**config.mk**
```make
export PLATFORM = sky130hd
export DESIGN_NAME = burst_read_port
export DESIGN_NICKNAME = d
export VERILOG_FILES = /design/src/rtl/brp_pkg.sv /design/src/rtl/brp_cfg_reg.sv /design/src/rtl/brp_seq.sv /design/src/rtl/brp_pad_ctl.sv /design/src/rtl/burst_read_port.sv
export SDC_FILE = /design/constraint.sdc
export NUM_CORES = 1
export LEC_CHECK = 0
export BUFFER_PORTS_ARGS = -buffer_cell sky130_fd_sc_hd__buf_2
export CAP_MARGIN = 20
export CORE_ASPECT_RATIO = 2
export CORE_MARGIN = 8
export CORE_UTILIZATION = 35
export DETAILED_ROUTE_END_ITERATION = 8
export SKIP_CTS_REPAIR_TIMING = 1
export SLEW_MARGIN = 15
export SYNTH_ARGS = -nofsm -noshare
export SYNTH_HDL_FRONTEND = slang
export SYNTH_SLANG_ARGS = --single-unit
```
**constraint.sdc**
```tcl
create_clock -name clk -period 1.95 [get_ports clk]
set_input_delay 0.195 -clock clk [delete_from_list [all_inputs] [get_ports clk]]
set_output_delay 0.195 -clock clk [all_outputs]
set_load 0.1 [all_outputs]
```
**src/rtl/brp_pkg.sv**
```systemverilog
package brp_pkg;

    localparam int CFG_W     = 16;
    localparam int LAT_W     = 3;
    localparam int LAT_MIN   = 2;
    localparam logic [CFG_W-1:0] CFG_RST  = 16'hBC00;
    localparam logic [CFG_W-1:0] CFG_KEEP = 16'hBFCF;

    typedef struct packed {
        logic             async_mode;
        logic             rsv_hi;
        logic [LAT_W-1:0] lat_code;
        logic             wait_pol;
        logic             hold_ext;
        logic             wait_early;
        logic             seq_order;
        logic             edge_sel;
        logic [1:0]       rsv_lo;
        logic             wrap_on;
        logic [2:0]       blen;
    } rcfg_t;

    function automatic logic lat_code_ok(input logic [LAT_W-1:0] code);
        return code >= LAT_W'(LAT_MIN);
    endfunction

endpackage

```
**src/rtl/brp_cfg_reg.sv**
```systemverilog
module brp_cfg_reg
    import brp_pkg::*;
(
    input  logic             clk,
    input  logic             rst,
    input  logic             wr,
    input  logic [CFG_W-1:0] wdata,
    output rcfg_t            cfg
);
    rcfg_t nxt;

    always_comb begin
        nxt = rcfg_t'(wdata & CFG_KEEP);
        if (!lat_code_ok(nxt.lat_code))
            nxt.lat_code = cfg.lat_code;
    end

    always_ff @(posedge clk) begin
        if (rst)
            cfg <= rcfg_t'(CFG_RST);
        else if (wr)
            cfg <= nxt;
    end
endmodule

```
**src/rtl/brp_seq.sv**
```systemverilog
module brp_seq
    import brp_pkg::*;
#(
    parameter int AW        = 8,
    parameter int DW        = 2 * AW,
    parameter int ASYNC_DLY = 3
) (
    input  logic             clk,
    input  logic             rst,
    input  logic             latch,
    input  logic             step,
    input  logic             async_mode,
    input  logic [LAT_W-1:0] lat_code,
    input  logic [AW-1:0]    addr_in,
    output logic [DW-1:0]    data_q,
    output logic             valid_q
);
    localparam int CW = $clog2(ASYNC_DLY + 8);

    logic [AW-1:0] addr_q;
    logic [CW-1:0] cnt_q;
    logic [CW-1:0] cnt_nx;
    logic [CW-1:0] target;

    function automatic logic [DW-1:0] word_of(input logic [AW-1:0] a);
        return DW'({a, ~a});
    endfunction

    assign cnt_nx = cnt_q + 1'b1;
    assign target = async_mode ? CW'(ASYNC_DLY) : CW'(lat_code);

    always_ff @(posedge clk) begin
        if (rst) begin
            addr_q  <= '0;
            cnt_q   <= '0;
            valid_q <= 1'b0;
            data_q  <= '0;
        end else if (latch) begin
            addr_q  <= addr_in;
            cnt_q   <= '0;
            valid_q <= 1'b0;
        end else if (async_mode || step) begin
            if (!valid_q) begin
                cnt_q <= cnt_nx;
                if (cnt_nx == target) begin
                    valid_q <= 1'b1;
                    data_q  <= word_of(addr_q);
                end
            end else if (!async_mode) begin
                addr_q <= addr_q + 1'b1;
                data_q <= word_of(addr_q + 1'b1);
            end
        end
    end
endmodule

```
**src/rtl/brp_pad_ctl.sv**
```systemverilog
module brp_pad_ctl (
    input  logic sel_n,
    input  logic oe_n,
    input  logic async_mode,
    input  logic wait_pol,
    input  logic valid,
    output logic dq_drv,
    output logic wait_drv,
    output logic wait_out
);
    logic gate_on;
    logic ready;

    assign gate_on  = !sel_n && !oe_n;
    assign dq_drv   = gate_on;
    assign wait_drv = gate_on;
    assign ready    = async_mode || valid;
    assign wait_out = ready ? !wait_pol : wait_pol;
endmodule

```
**src/rtl/burst_read_port.sv**
```systemverilog
module burst_read_port
    import brp_pkg::*;
#(
    parameter  int AW        = 8,
    parameter  int ASYNC_DLY = 3,
    localparam int DW        = 2 * AW
) (
    input  logic             clk,
    input  logic             rst,
    input  logic             clk_en,
    input  logic             sel_n,
    input  logic             oe_n,
    input  logic             adv_n,
    input  logic [AW-1:0]    addr_in,
    input  logic             cfg_wr,
    input  logic [CFG_W-1:0] cfg_wdata,
    output logic [CFG_W-1:0] cfg_rdata,
    output logic [DW-1:0]    dq_out,
    output logic             dq_drv,
    output logic             wait_out,
    output logic             wait_drv
);
    rcfg_t cfg;
    logic  latch;
    logic  step;
    logic  valid;

    assign latch     = !sel_n && !adv_n;
    assign step      = clk_en && !sel_n && !oe_n;
    assign cfg_rdata = CFG_W'(cfg);

    brp_cfg_reg u_cfg (
        .clk   (clk),
        .rst   (rst),
        .wr    (cfg_wr),
        .wdata (cfg_wdata),
        .cfg   (cfg)
    );

    brp_seq #(.AW(AW), .DW(DW), .ASYNC_DLY(ASYNC_DLY)) u_seq (
        .clk        (clk),
        .rst        (rst),
        .latch      (latch),
        .step       (step),
        .async_mode (cfg.async_mode),
        .lat_code   (cfg.lat_code),
        .addr_in    (addr_in),
        .data_q     (dq_out),
        .valid_q    (valid)
    );

    brp_pad_ctl u_pad (
        .sel_n      (sel_n),
        .oe_n       (oe_n),
        .async_mode (cfg.async_mode),
        .wait_pol   (cfg.wait_pol),
        .valid      (valid),
        .dq_drv     (dq_drv),
        .wait_drv   (wait_drv),
        .wait_out   (wait_out)
    );
endmodule

```
==> results.toml, run 1 <==
[global_route]
overflow = 0
grt_pass1_wl_mm = 8.12
grt_use_total_pct = 11.4
grt_pass1_vias = 1795
antenna_found_initial = 0
grt_max_degree = 30

[power_and_ir_drop]
p_int_uw = 2030
p_leak_uw = 0.00126
p_comb_share_pct = 36.6
pwr-share-seq_pct = 30.7
finalPower_uw = 3370
clkPwrFrac_pct = 32.7
power.density_nw_per_um2 = 1260
ir_drop_mv = 1.02
swShare_pct = 39.9
p_switching_uw = 1340

[sta]
setup_tns_ns = -0.0282
finalSetupViolCount = 3
finalHoldViolCount = 0
slew_viol_final = 0
rsz0062_at_grt = "yes"
period_minus_slack_ns = 1.97
whs_ns = 0.124
fin_skew_ns = 0.00352
setup_ws_ns = -0.0157
fmax_mhz = 509
post-route-period-util_pct = 101

[synthesis]
synth_cells = 219
synth_common_cells = "dfxtp_1, nor2_1, nand3_1"
synth_top_area_share_pct = 41.4
ys_ff_latch = 42
synth_area_um2 = 2030
synthFlopType = "dfxtp_1"
synth_top_area_cell = "dfxtp_1"
yosysMostFrequentCell = "dfxtp_1"
async_reset_ff_share_pct = 0
yosysWarnings = 0
synth-edff-count = 0
synth_area_leaders = "dfxtp_1, mux2i_1, xor2_1"
netlist-cell-type-count = 44
ys_seq_area_share_pct = 41.4
syn_avg_cell_area_um2 = 9.27

[finish]
post-route-util_pct = 47.3
final_layout_size_suffix_gt1_share_pct = 37.9
nets = 314
syn_to_final_growth_pct = 31.7
fillers = 569
n_antenna_cell = 0

[worst_setup_path]
crit_path_end_kind = "register"
critPathKind = "register to register"
critPathTopFamily = "simple AND/OR/NAND/NOR gates"
max_stage_delay_ns = 0.38
critPathBufInv = 0
arrival_ns = 2.17
crit_chain = "ha_4 -> or3_4 -> a211oi_4 -> nor2_1 -> or3_1 -> a211oi_2"
slowest_stage = "or3_4"
cp_max_fo = 5
critPathLaunchType = "register"
critPathRequiredTime_ns = 2.16

[routing]
drtPass1Iterations = 4
via_count = 1719
viasPerCell = 5.01
totalWireLength_mm = 4.93
drt-initial-drc-count = 41
detail-route-antenna-nets = 0
wl_per_cell_um = 14.4
drc = 0

[clocking]
clkSinkCount = 42
clock_latency_ns = 0.28
cts_inserted_buffers = 5
clk_pin_slew_worst_paths_ns = 0.06
root_buffer = "clkbuf_16"
tritoncts = "built"
clockBufferDepth = 2
htree_levels = 2

[floorplanning]
die_area_um2 = 8640
initial_utilization_pct = 35.9
rows = 39
die_y_um = 124
die_w_um = 69.9
boundaryPins = 66
core_um2 = 5660

[status]
status = "finished, violations left"
violations = "setup timing"

[placement]
routabilityCongestion = 0.775
dpl_worst_slack_ns = -0.0919
place.port_buffers = 59
hpwl_mm = 3.78

[job]
maxCapViolCount = 0

[hold_path]
holdCritPathClass = "input port to register"
[sequential cells by signal, indices dropped and copies added, names as in the netlist]
| name | flops |
|---|---|
| u_seq.addr_q | 8 |
| u_seq.cnt_q | 4 |
| u_cfg.cfg | 13 |
| u_seq.data_q | 16 |
| u_seq.valid_q | 1 |
[final cells by class]
type / count / area, µm² / area share [%]
Multi-Input combinational cell: 159 / 1140 / 42.7
Sequential cell: 42 / 847 / 31.7
Timing Repair Buffer: 71 / 404 / 15.1
Clock buffer: 6 / 139 / 5.19
Tap cell: 61 / 76.3 / 2.85
Clock inverter: 2 / 60.1 / 2.25
Inverter: 2 / 7.51 / 0.281
[worst min-delay path: stages]
cell	delay (ns)
buf_2	0.08
mux2i_1	0.05
nand2_1	0.05
[final timing paths]
| kind | from | endpoint | slack, ns | cells after the start |
|---|---|---|---|---|
| max | u_seq.cnt_q[0] | u_seq.valid_q | -0.02 | 6 |
| max reg2reg | u_seq.cnt_q[0] | u_seq.valid_q | -0.02 | 6 |
| min | cfg_wdata[11] | u_cfg.cfg[11] | 0.12 | 3 |
| min reg2reg | u_seq.data_q[7] | u_seq.data_q[7] | 0.47 | 2 |
[cell families (layout without fill, tap and decap cells)]
family	Yosys count	after routing	share of synthesized area, %
multiplexers	13	13	6.41
flip-flops	42	42	41.4
XOR/XNOR	22	22	9.49
other	1	3	0.185
adder cells (fa/ha/maj)	2	2	1.23
AO/OA/AOI/OAI	44	44	16.3
buffers and inverters	20	81	6.10
AND/OR/NAND/NOR	75	75	18.9
[per-layer routing]
metal / up-vias / routed length, µm / GRT usage [%]
li1: 886 / - / -
met1: 785 / 1870 / 10.6
met2: 40 / 2680 / 20.9
met3: 8 / 314 / 4.86
met4: 0 / 73 / 5.44
met5: - / 0 / 0
[power groups by stage]
| stage | registers (µW) | clock network (µW) | logic, µW |
|---|---|---|---|
| global route | 1050 | 1160 | 1300 |
| global placement | 1040 | 0 | 1190 |
| CTS | 1030 | 1120 | 1200 |
| detailed placement | 1040 | 0 | 1200 |
| floorplan | 1610 | 0 | 415 |
| finish | 1040 | 1100 | 1230 |
[through the flow]
stage	instances	instance area, µm²
after global placement	335	2410
after floorplan	221	2050
after detailed placement	335	2410
final	343	2680
after global routing	343	2680
after CTS	343	2610
[cell usage in the layout, fill, tap and decap left out, drive strengths merged, types with 2 or more instances in the layout]
cell type,count
bufinv,2
a21oi,10
nor2,24
o21ai,9
inv,2
o211a,7
or3,2
clkbuf,6
buf,71
and2,2
a211oi,9
xnor2,8
dfxtp,42
nor3,5
nand2,15
xor2,14
mux2i,13
ha,2
nand4,2
conb,3
o31ai,2
nor4b,2
nand3,16
and3,4
No activity file was read; power rests on OpenSTA's default activity.
==> inputs of run 2 (changes only) <==
--- a/config.mk
+++ b/config.mk
@@ -5,12 +5,12 @@
 export SDC_FILE = /design/constraint.sdc
 export NUM_CORES = 1
 export LEC_CHECK = 0
-export BUFFER_PORTS_ARGS = -buffer_cell sky130_fd_sc_hd__buf_2
 export CAP_MARGIN = 20
 export CORE_ASPECT_RATIO = 2
 export CORE_MARGIN = 8
 export CORE_UTILIZATION = 35
 export DETAILED_ROUTE_END_ITERATION = 8
+export DONT_BUFFER_PORTS = 1
 export SKIP_CTS_REPAIR_TIMING = 1
 export SLEW_MARGIN = 15
 export SYNTH_ARGS = -nofsm -noshare
==> results.toml, run 2 (synthesized netlist as in run 1, its figures left out) <==
[status]
status = "finished, violations left"
violations = "setup timing"

[finish]
final_layout_size_suffix_gt1_share_pct = 30.6
n_antenna_cell = 0
design_area_um2 = 2610
largest_reg_flops = 16
nets = 287
final_common_cell = "buf_4"
largest_register = "u_seq.data_q"
syn_to_final_growth_pct = 28.7
final_cell_mix = "buf_4, dfxtp_1, nor2_1, nand2_1, xor2_1"
final_cells = 316
reg_top3 = "u_seq.data_q x16, u_cfg.cfg x13, u_seq.addr_q x8"

[floorplanning]
rows = 39
core_um2 = 5660
boundaryPins = 66
die_y_um = 124
die_w_um = 69.9
die_area_um2 = 8640
initial_utilization_pct = 35.9

[job]
maxCapViolCount = 0

[worst_setup_path]
rrSetupSlack_ns = -0.08
critPathKind = "register to register"
critPathLaunchType = "register"
cp_max_fo = 8
r2r_end = "u_seq.data_q[14]"
critPathCapture = "u_seq.data_q[14]"
crit_path_end_kind = "register"
startpoint = "u_seq.cnt_q[0]"
rr_startpoint = "u_seq.cnt_q[0]"
arrival_ns = 2.21
critPathRequiredTime_ns = 2.13
reg2regPathDepth = 7

[sta]
relSlewSlack_pct = 63.6
fin_skew_ns = 0.00484
post-route-period-util_pct = 104
finalHoldViolCount = 0
worst_pin_slew_ns = 0.546
setup_ws_ns = -0.0809
slew_viol_final = 0
period_minus_slack_ns = 2.03
finalSetupViolCount = 7
rsz0062_at_grt = "yes"
fmax_mhz = 492

[hold_path]
holdCritPathClass = "input port to register"
hold_path_depth = 1

[global_route]
grt_use_total_pct = 11.8
grt_max_degree = 31
met3_usage_pct = 4.70
antenna_found_initial = 0
grt-busiest-layer = "met2"
use_met2_pct = 21.2
grt_pass1_vias = 1634
grt_pass1_wl_mm = 8.34
grt_use_met1_pct = 11.8
overflow = 0

[clocking]
clk_pin_slew_worst_paths_ns = 0.06
clockBufferDepth = 2
root_buffer = "clkbuf_16"
cts_inserted_buffers = 5
clkSinkCount = 42
tritoncts = "built"
htree_levels = 2
clock_latency_ns = 0.28

[placement]
routabilityCongestion = 0.786
place_area_um2 = 2350
place_inst = 307
hpwl_mm = 3.89
dpl_worst_slack_ns = -0.130
place.port_buffers = 0

[power_and_ir_drop]
clkPwrFrac_pct = 29.1
pwr-share-seq_pct = 31.6
p_switching_uw = 1350
ir_drop_mv = 0.851
p_comb_share_pct = 39.3
swShare_pct = 41.5
p_int_uw = 1900
p_leak_uw = 0.00115
power.density_nw_per_um2 = 1240

[routing]
totalWireLength_mm = 5.12
drc = 0
wl_per_cell_um = 16.2
detail-route-antenna-nets = 0
drtPass1Iterations = 4
viasPerCell = 5.11
drt-initial-drc-count = 68
via_count = 1616
## run 2: area by class of cell
class / count / area [µm²]
Fill cell: 536 / 3050
Multi-Input combinational cell: 159 / 1160
Sequential cell: 42 / 847
Timing Repair Buffer: 44 / 355
Clock buffer: 6 / 129
Tap cell: 61 / 76.3
Clock inverter: 2 / 37.5
Inverter: 2 / 7.51
## run 2: worst min path at each step
stage	slack (ns)	endpoint	from
after floorplan	0.32	u_cfg.cfg[11]	cfg_wdata[11]
final	0.009	u_seq.data_q[4]	rst
after detailed placement	0.27	u_seq.valid_q	rst
after global placement	0.27	u_seq.valid_q	rst
after global routing	0.005	u_seq.data_q[4]	rst
after CTS	-0.03	u_seq.data_q[2]	rst
## run 2: worst max-delay path, stage by stage, from the launching register on
cell      delay, ns
dfxtp_2        0.34
ha_4           0.26
or3_4          0.38
a211oi_4       0.28
buf_4          0.16
o31a_4         0.19
nand3_1        0.16
o211a_1        0.17
## run 2: power groups by stage
stage          combinational, µW  sequential [µW]  clock, µW
2_1_floorplan                415             1610          0
3_3_place_gp                1210             1040          0
3_5_place_dp                1220             1040          0
4_1_cts                     1220             1020        959
5_1_grt                     1330             1040        998
6_report                    1270             1020        945
## run 2: through the flow
step	setup TNS [ns]	power, µW	utilization, %	hold WS [ns]
finish	-0.272	3240	46.2	0.00853
global route	-0.921	3370	46.2	0.00478
CTS	-1.79	3200	44.5	-0.0282
detailed placement	-1.46	2260	41.6	0.268
global placement	-1.01	2240	41.6	0.267
floorplan	-0.115	2020	-	0.320
## run 2: layer usage
metal,share of wire [%],wire length [µm],vias up
met5,0,0,-
met1,37,1900,734
met3,7.4,378,6
met4,1.6,81,0
li1,-,-,834
met2,54,2760,42
==> inputs of run 3 (changes only) <==
--- a/config.mk
+++ b/config.mk
@@ -11,6 +11,7 @@
 export CORE_UTILIZATION = 35
 export DETAILED_ROUTE_END_ITERATION = 8
 export DONT_BUFFER_PORTS = 1
+export HOLD_SLACK_MARGIN = 0.06
 export SKIP_CTS_REPAIR_TIMING = 1
 export SLEW_MARGIN = 15
 export SYNTH_ARGS = -nofsm -noshare
==> results.toml, run 3 (synthesized netlist as in run 1, its figures left out) <==
[status]
status = "finished, violations left"
violations = "setup timing"

[global_route]
grt_max_degree = 31
antenna_found_initial = 0
grt_use_total_pct = 11.8
overflow = 0
grt_pass1_wl_mm = 8.34
grt_pass1_vias = 1634

[finish]
design_area_um2 = 2660
nets = 292
largest_register = "u_seq.data_q"
final_cell_mix = "buf_4, dfxtp_1, nor2_1, nand2_1, xor2_1"
final_layout_size_suffix_gt1_share_pct = 30.0
n_antenna_cell = 0
syn_to_final_growth_pct = 31.1
largest_reg_flops = 16
reg_top3 = "u_seq.data_q x16, u_cfg.cfg x13, u_seq.addr_q x8"
final_common_cell = "buf_4"

[hold_path]
holdCritPathClass = "input port to register"

[clocking]
clock_latency_ns = 0.28
cts_inserted_buffers = 5
root_buffer = "clkbuf_16"
clkSinkCount = 42
clockBufferDepth = 2
htree_levels = 2
clk_pin_slew_worst_paths_ns = 0.06
tritoncts = "built"

[placement]
dpl_worst_slack_ns = -0.130
place.port_buffers = 0
routabilityCongestion = 0.786
place_area_um2 = 2350
hpwl_mm = 3.89

[worst_setup_path]
critPathLaunchType = "register"
max_stage_delay_ns = 0.38
cp_max_fo = 8
critPathCapture = "u_seq.data_q[14]"
startpoint = "u_seq.cnt_q[0]"
crit_cells = 7
critPathRequiredTime_ns = 2.13
critPathBufInv = 1
arrival_ns = 2.21
r2r_end = "u_seq.data_q[14]"
rrSetupSlack_ns = -0.08
crit_path_end_kind = "register"
slowest_stage = "or3_4"
reg2regPathDepth = 7
crit_chain = "ha_4 -> or3_4 -> a211oi_4 -> buf_4 -> o31a_4 -> nand3_1 -> o211a_1"
critPathTopFamily = "compound AO/OA/AOI/OAI gates"
critPathKind = "register to register"
rr_startpoint = "u_seq.cnt_q[0]"

[sta]
rsz0062_at_grt = "yes"
finalHoldViolCount = 0
fin_skew_ns = 0.00490
finalSetupViolCount = 7
relSlewSlack_pct = 63.1
slew_viol_final = 0
worst_pin_slew_ns = 0.554
period_minus_slack_ns = 2.03
setup_ws_ns = -0.0822
post-route-period-util_pct = 104
fmax_mhz = 492

[power_and_ir_drop]
p_leak_uw = 0.00117
power.density_nw_per_um2 = 1220
finalPower_uw = 3250
ir_drop_mv = 0.851

[floorplanning]
die_w_um = 69.9
die_y_um = 124
core_um2 = 5660
rows = 39
initial_utilization_pct = 35.9
boundaryPins = 66
die_area_um2 = 8640

[routing]
drc = 0
viasPerCell = 5.14
drt-initial-drc-count = 57
detail-route-antenna-nets = 0
totalWireLength_mm = 5.19
wl_per_cell_um = 16.2
via_count = 1651
drtPass1Iterations = 6

[job]
maxCapViolCount = 0
[run 3: cell types whose count changed in the layout (fill, tap and decap cells not counted)]
cell and delta:
dlygate4sd3_1 +5
[run 3: how the worst min path moves through the flow]
| stage | from | end | slack, ns | depth (start not counted) |
|---|---|---|---|---|
| after global placement | rst | u_seq.valid_q | 0.27 | 1 |
| after global routing | cfg_wdata[1] | u_cfg.cfg[1] | 0.06 | 2 |
| after floorplan | cfg_wdata[11] | u_cfg.cfg[11] | 0.32 | 2 |
| after CTS | rst | u_seq.data_q[2] | -0.03 | 1 |
| after detailed placement | rst | u_seq.valid_q | 0.27 | 1 |
| final | cfg_wr | u_cfg.cfg[10] | 0.05 | 2 |
[run 3: area by class of cell]
class	instances	area, µm²
sequential	42	847
tap	61	76.3
timing repair buffer	49	405
fill	532	3000
inverter	2	7.51
clock buffer	6	129
clock inverter	2	37.5
multi-input combinational	159	1160
[run 3: worst reg2reg max path, delay by kind of cell, from the launching register on]
kind	cells	cell delay (ns)
AND/OR/NAND/NOR	2	0.54
AO/OA/AOI/OAI	3	0.65
flip-flops	1	0.34
buffers and inverters	1	0.16
adder cells (fa/ha/maj)	1	0.26
[run 3: power by group]
part / internal, µW / total [µW] / leakage, µW / switching, µW
clock network: 604 / 942 / 0.0000771 / 337
logic: 335 / 1280 / 0.000746 / 948
registers: 964 / 1020 / 0.000345 / 60.6
total: 1900 / 3250 / 0.00117 / 1350
[run 3: per-stage QoR]
step	instances	hold WS, ns	util, %	TNS (ns)
finish	321	0.0498	47.0	-0.266
global route	321	0.0633	47.0	-0.921
CTS	315	-0.0282	44.5	-1.79
detailed placement	307	0.268	41.6	-1.46
global placement	307	0.267	41.6	-1.01
floorplan	221	0.320	-	-0.115
[run 3: routing by layer]
layer | share of wire [%] | vias up | GRT usage, %
met5 | 0 | - | 0
met4 | 1.6 | 0 | 4.55
met2 | 55 | 41 | 21.2
met1 | 36 | 763 | 11.8
met3 | 7.0 | 6 | 4.70
li1 | - | 841 | -
